**src/rtl/lpar_pkg.sv**
```systemverilog
package lpar_pkg;

    localparam int BYTE_W = 8;
    localparam int LANES  = 2;

    typedef enum logic {
        VIEW_FOLD = 1'b0,
        VIEW_LANE = 1'b1
    } view_e;

    function automatic logic [BYTE_W-1:0] byte_xor(input logic [BYTE_W-1:0] a,
                                                   input logic [BYTE_W-1:0] b);
        return a ^ b;
    endfunction

endpackage

```
**src/rtl/lpar_lane.sv**
```systemverilog
module lpar_lane #(
    parameter int BYTE_W = lpar_pkg::BYTE_W
) (
    input  logic              clk,
    input  logic              rst,
    input  logic              load,
    input  logic [BYTE_W-1:0] load_val,
    input  logic              acc_en,
    input  logic [BYTE_W-1:0] acc_byte,
    output logic [BYTE_W-1:0] q
);
    import lpar_pkg::*;

    logic [BYTE_W-1:0] q_nxt;

    always_comb begin
        q_nxt = q;
        if (load) begin
            q_nxt = load_val;
        end else if (acc_en) begin
            q_nxt = byte_xor(q, acc_byte);
        end
    end

    always_ff @(posedge clk) begin
        if (rst) begin
            q <= '0;
        end else begin
            q <= q_nxt;
        end
    end


    lane_reset_chk: assert property (@(posedge clk) rst |=> (q == '0));


    lane_load_chk: assert property (@(posedge clk) disable iff (rst)
        load |=> (q == $past(load_val)));


    lane_acc_chk: assert property (@(posedge clk) disable iff (rst)
        (acc_en && !load) |=> (q == ($past(q) ^ $past(acc_byte))));


    lane_hold_chk: assert property (@(posedge clk) disable iff (rst)
        (!acc_en && !load) |=> $stable(q));

endmodule

```
**src/rtl/lpar_wrsel.sv**
```systemverilog
module lpar_wrsel #(
    parameter int BYTE_W = lpar_pkg::BYTE_W,
    parameter int LANES  = lpar_pkg::LANES,
    localparam int SEL_W = (LANES > 1) ? $clog2(LANES) : 1
) (
    input  logic                          wr_en,
    input  lpar_pkg::view_e               view,
    input  logic [SEL_W-1:0]              sel,
    input  logic [BYTE_W-1:0]             wr_data,
    output logic [LANES-1:0]              load,
    output logic [LANES-1:0][BYTE_W-1:0]  load_val
);
    import lpar_pkg::*;

    for (genvar i = 0; i < LANES; i++) begin : g_lane
        always_comb begin
            if (view == VIEW_FOLD) begin
                load[i]     = wr_en;
                load_val[i] = (i == 0) ? wr_data : '0;
            end else begin
                load[i]     = wr_en && (sel == SEL_W'(i));
                load_val[i] = wr_data;
            end
        end
    end

endmodule

```
**src/rtl/lpar_view.sv**
```systemverilog
module lpar_view #(
    parameter int BYTE_W = lpar_pkg::BYTE_W,
    parameter int LANES  = lpar_pkg::LANES,
    localparam int SEL_W = (LANES > 1) ? $clog2(LANES) : 1
) (
    input  logic [LANES-1:0][BYTE_W-1:0] lanes,
    input  lpar_pkg::view_e              view,
    input  logic [SEL_W-1:0]             sel,
    output logic [BYTE_W-1:0]            rd
);
    import lpar_pkg::*;

    logic [BYTE_W-1:0] folded;
    logic [BYTE_W-1:0] picked;

    always_comb begin
        folded = '0;
        picked = '0;
        for (int i = 0; i < LANES; i++) begin
            folded = byte_xor(folded, lanes[i]);
            if (sel == SEL_W'(i)) begin
                picked = lanes[i];
            end
        end
        rd = (view == VIEW_FOLD) ? folded : picked;
    end

endmodule

```
**src/rtl/lpar_reg.sv**
```systemverilog
module lpar_reg #(
    parameter int BYTE_W = lpar_pkg::BYTE_W,
    parameter int LANES  = lpar_pkg::LANES,
    localparam int SEL_W  = (LANES > 1) ? $clog2(LANES) : 1,
    localparam int DATA_W = BYTE_W * LANES
) (
    input  logic              clk,
    input  logic              rst,
    input  logic              xfer_vld,
    input  logic              xfer_wide,
    input  logic [DATA_W-1:0] xfer_data,
    input  logic              wr_en,
    input  logic [BYTE_W-1:0] wr_data,
    input  logic              view_mode,
    input  logic [SEL_W-1:0]  lane_sel,
    output logic [BYTE_W-1:0] rd_data
);
    import lpar_pkg::*;

    view_e                         view;
    logic [LANES-1:0]              load;
    logic [LANES-1:0][BYTE_W-1:0]  load_val;
    logic [LANES-1:0][BYTE_W-1:0]  lanes;
    logic [LANES-1:0]              acc_en;

    assign view = view_e'(view_mode);

    lpar_wrsel #(.BYTE_W(BYTE_W), .LANES(LANES)) u_wrsel (
        .wr_en    (wr_en),
        .view     (view),
        .sel      (lane_sel),
        .wr_data  (wr_data),
        .load     (load),
        .load_val (load_val)
    );

    for (genvar i = 0; i < LANES; i++) begin : g_lane
        if (i == 0) begin : g_low
            assign acc_en[i] = xfer_vld && !wr_en;
        end else begin : g_up
            assign acc_en[i] = xfer_vld && xfer_wide && !wr_en;
        end

        lpar_lane #(.BYTE_W(BYTE_W)) u_lane (
            .clk      (clk),
            .rst      (rst),
            .load     (load[i]),
            .load_val (load_val[i]),
            .acc_en   (acc_en[i]),
            .acc_byte (xfer_data[i*BYTE_W +: BYTE_W]),
            .q        (lanes[i])
        );
    end

    lpar_view #(.BYTE_W(BYTE_W), .LANES(LANES)) u_view (
        .lanes (lanes),
        .view  (view),
        .sel   (lane_sel),
        .rd    (rd_data)
    );


    wr_blocks_xfer_chk: assert property (@(posedge clk) disable iff (rst)
        (wr_en && xfer_vld && view_mode && (lane_sel == '0)) |=> $stable(lanes[LANES-1]));


    view_keeps_lanes_chk: assert property (@(posedge clk) disable iff (rst)
        (!wr_en && !xfer_vld) |=> $stable(lanes));

endmodule

```
**config.mk**
```make
export PLATFORM = sky130hd
export DESIGN_NAME = lpar_reg
export DESIGN_NICKNAME = d
export VERILOG_FILES = /design/src/rtl/lpar_pkg.sv /design/src/rtl/lpar_lane.sv /design/src/rtl/lpar_wrsel.sv /design/src/rtl/lpar_view.sv /design/src/rtl/lpar_reg.sv
export SDC_FILE = /design/constraint.sdc
export NUM_CORES = 1
export LEC_CHECK = 0
export ABC_AREA = 0
export BUFFER_PORTS_ARGS = -buffer_cell sky130_fd_sc_hd__buf_4
export CAP_MARGIN = 20
export CORE_MARGIN = 2
export CORE_UTILIZATION = 50
export DETAILED_ROUTE_END_ITERATION = 12
export PLACE_DENSITY = 0.81
export SKIP_LAST_GASP = 1
export SYNTH_ARGS = -nofsm -noshare
export SYNTH_HDL_FRONTEND = slang
export SYNTH_SLANG_ARGS = --single-unit
```
**constraint.sdc**
```tcl
create_clock -name clk -period 3.4 [get_ports clk]
set_clock_uncertainty 0.05 [all_clocks]
set_input_delay 0.51 -clock clk [delete_from_list [all_inputs] [get_ports clk]]
set_output_delay 0.51 -clock clk [all_outputs]
set_load 0.01 [all_outputs]
```
==> impl_results.md <==
* Min-Delay Path Class: flop to flop
* CTS tree: done
* Crit path capture type: primary output
* Non-Filler Instances at 208
* Number of flip-flops in the largest register at 16
* Height of the die at 50.6 um
* First-pass GRT wire length at 4.56 mm
* Antenna cells at 0
* Largest net degree at the start of global routing at 19
* Die X at around 50 um
* Fmax at approximately 460 MHz
* Total wire length at 2.86 mm
* Total GRT Usage at between 20% and 30%
* Vias at 1,194
* Clock Path Buffers at 2
* Clock-pin slew on the worst setup and hold paths at 0.10 ns
* Synthesized area at ~1100 sq um
* Final ANT Viol Nets at 0
* Post-route minimum period at 2.16 ns
* WP data required at approximately 2.8 ns
* Final GP Congestion at 0.892
* Maxcap violations at 0
* Core ar. at 2000 sq um
* Pre-CTS WS at 1.27 ns
* Grt ovf at 0
* Largest registers: g_lane.u_lane.q: 16 flops
* Share of cells above drive strength 1 at 28.2%
* TritonCTS buffer count at 3
* Fin crit share at 63.5%
* Critical path startpoint category: input pin
* Worst-Margin Slew at 0.838 ns
* Cells after synthesis at ~150
* Final setup margin at 1.24 ns
* Wire per inst at around 14 um
* Synthesized Nets at 180
* Worst skew pair latency at around 0.29 ns
* # placed instances at 204
* Post-cts gate resize count at 0
* Reg with most FFs: g_lane.u_lane.q
* Post-CTS Setup Bufs at 0
* Nets at about 210
* Yosys cell types at 26
* Ys Warns at 0
* Run status: completed
* Die footprint at around 2600 sq um
* Slew headroom at 44.0%
* FF+latch count, synth at 16
* RSZ-0062 raised after global routing: no
* Seq/Total Area, Yosys at 29.6%
* Final Slew Violations at 0
* Critical path class: input pin to primary output
* DR pass1 iterations at 4
* Leak Pwr at around 0.55 nW
* DRT iter0 DRCs at 34
* CTS Hold Bufs at 0
* Post-route DRC at 0
* VDD IR max at around 0.26 mV
* Initial core utilization at 54.1%
* CTS root buffer: clkbuf_4
* DP HPWL at 2.04 mm
* Syn_area_per_cell at between 7 and 8 sq um
* Worst Hold Slack at 0.442 ns
* Vias per cell at 5.74
* Antenna violations before repair at 0
* Setup_tns at 0 ns
* # rows at 16
* IO Port Bufs at 38
* I/O pin cnt at 39
* Final setup fails at 0
* Critical Path AT at 1.60 ns
* Worst-path fanout max at 18
* Tot Pwr at 516 uW
* Area growth, synth to finish at 27.9%
* Endpoints failing hold at 0
* Power density cells at 373 nW/um^2
* H-tree levels at 1
* Number of global-route vias before repair at between 1,000 and 1,500
* Clock sink total at 16
[where the power goes]
group | internal [mW] | switching (mW)
clock | 0.0652 | 0.0642
combinational | 0.0821 | 0.0810
sequential | 0.204 | 0.0197
total | 0.352 | 0.165
[cells in the final DEF, fill, tap and decap left out]
cell       n
clkbuf_8   1
inv_1      7
o22ai_1    8
a32oi_1    5
o21ai_1    1
a21bo_2    1
o21ai_0   10
xnor2_1    7
a211oi_1   1
nor2b_1    1
clkbuf_4   3
a31oi_1    3
a21oi_1   31
nor2_1    21
xor2_1     1
nand2_1   12
and3_1     1
a211oi_2   7
and2_1     1
buf_4     38
a21boi_1   1
dfxtp_1   16
a22o_4     1
nand2b_1   3
[synth_stat cells (all sizes together)]
cell | count | area [sq um]
o21ai | 11 | 55.1
a21boi | 1 | 7.51
xor2 | 1 | 8.76
a211oi | 8 | 95.1
o22ai | 8 | 50.1
buf | 7 | 41.3
and3 | 1 | 6.26
nor2b | 1 | 6.26
a32oi | 5 | 43.8
and2 | 1 | 6.26
a21oi | 31 | 155
nand2 | 12 | 45.0
nand2b | 3 | 18.8
clkbuf | 3 | 11.3
xnor2 | 7 | 61.3
a21bo | 1 | 10.0
a31oi | 3 | 18.8
a22o | 1 | 17.5
nor2 | 21 | 78.8
inv | 7 | 26.3
dfxtp | 16 | 320
[cell type report]
class	count	area, sq um
Tap cell	27	33.8
Inverter	7	26.3
Clock buffer	4	36.3
Fill cell	188	616
Timing Repair Buffer	38	285
Sequential cell	16	320
Multi-Input combinational cell	116	684
[per-layer routing]
layer  global-route usage, %  wire length [um]
met1                    29.7              1300
met2                    37.9              1330
met3                    4.17               222
met4                    9.91                14
met5                       0                 0
[cells by family (layout without fill, tap and decap cells)]
kind of cell    Yosys count  count (layout)  share of synthesized area, %
xor+xnor                  8               8                          6.47
simple gates             39              39                          14.9
flops                    16              16                          29.6
buf+inv                  17              49                          7.28
compound gates           69              69                          41.8
[stage by stage]
| step | utilization, % | cell area, sq um |
|---|---|---|
| after floorplan | - | 1080 |
| after global placement | 67.4 | 1350 |
| after detailed placement | 67.4 | 1350 |
| after CTS | 69.3 | 1390 |
| after global routing | 69.3 | 1390 |
| final | 69.3 | 1390 |
[path summary, 6_finish.rpt]
path | start | to | slack [ns] | cells past startpoint
worst max-delay path | lane_sel | rd_data[1] | 1.24 | 5
worst min-delay path | g_lane[0].u_lane.q[4] | g_lane[0].u_lane.q[4] | 0.44 | 2
worst max register to register | g_lane[1].u_lane.q[4] | g_lane[1].u_lane.q[4] | 2.37 | 4
worst min register to register | g_lane[0].u_lane.q[4] | g_lane[0].u_lane.q[4] | 0.44 | 2
[critical path, stage by stage]
cell	delay, ns
buf_4	0.13
nand2b_1	0.42
o22ai_1	0.32
nor2_1	0.08
buf_4	0.14
Note: power is estimated with default switching activity, not from simulation.
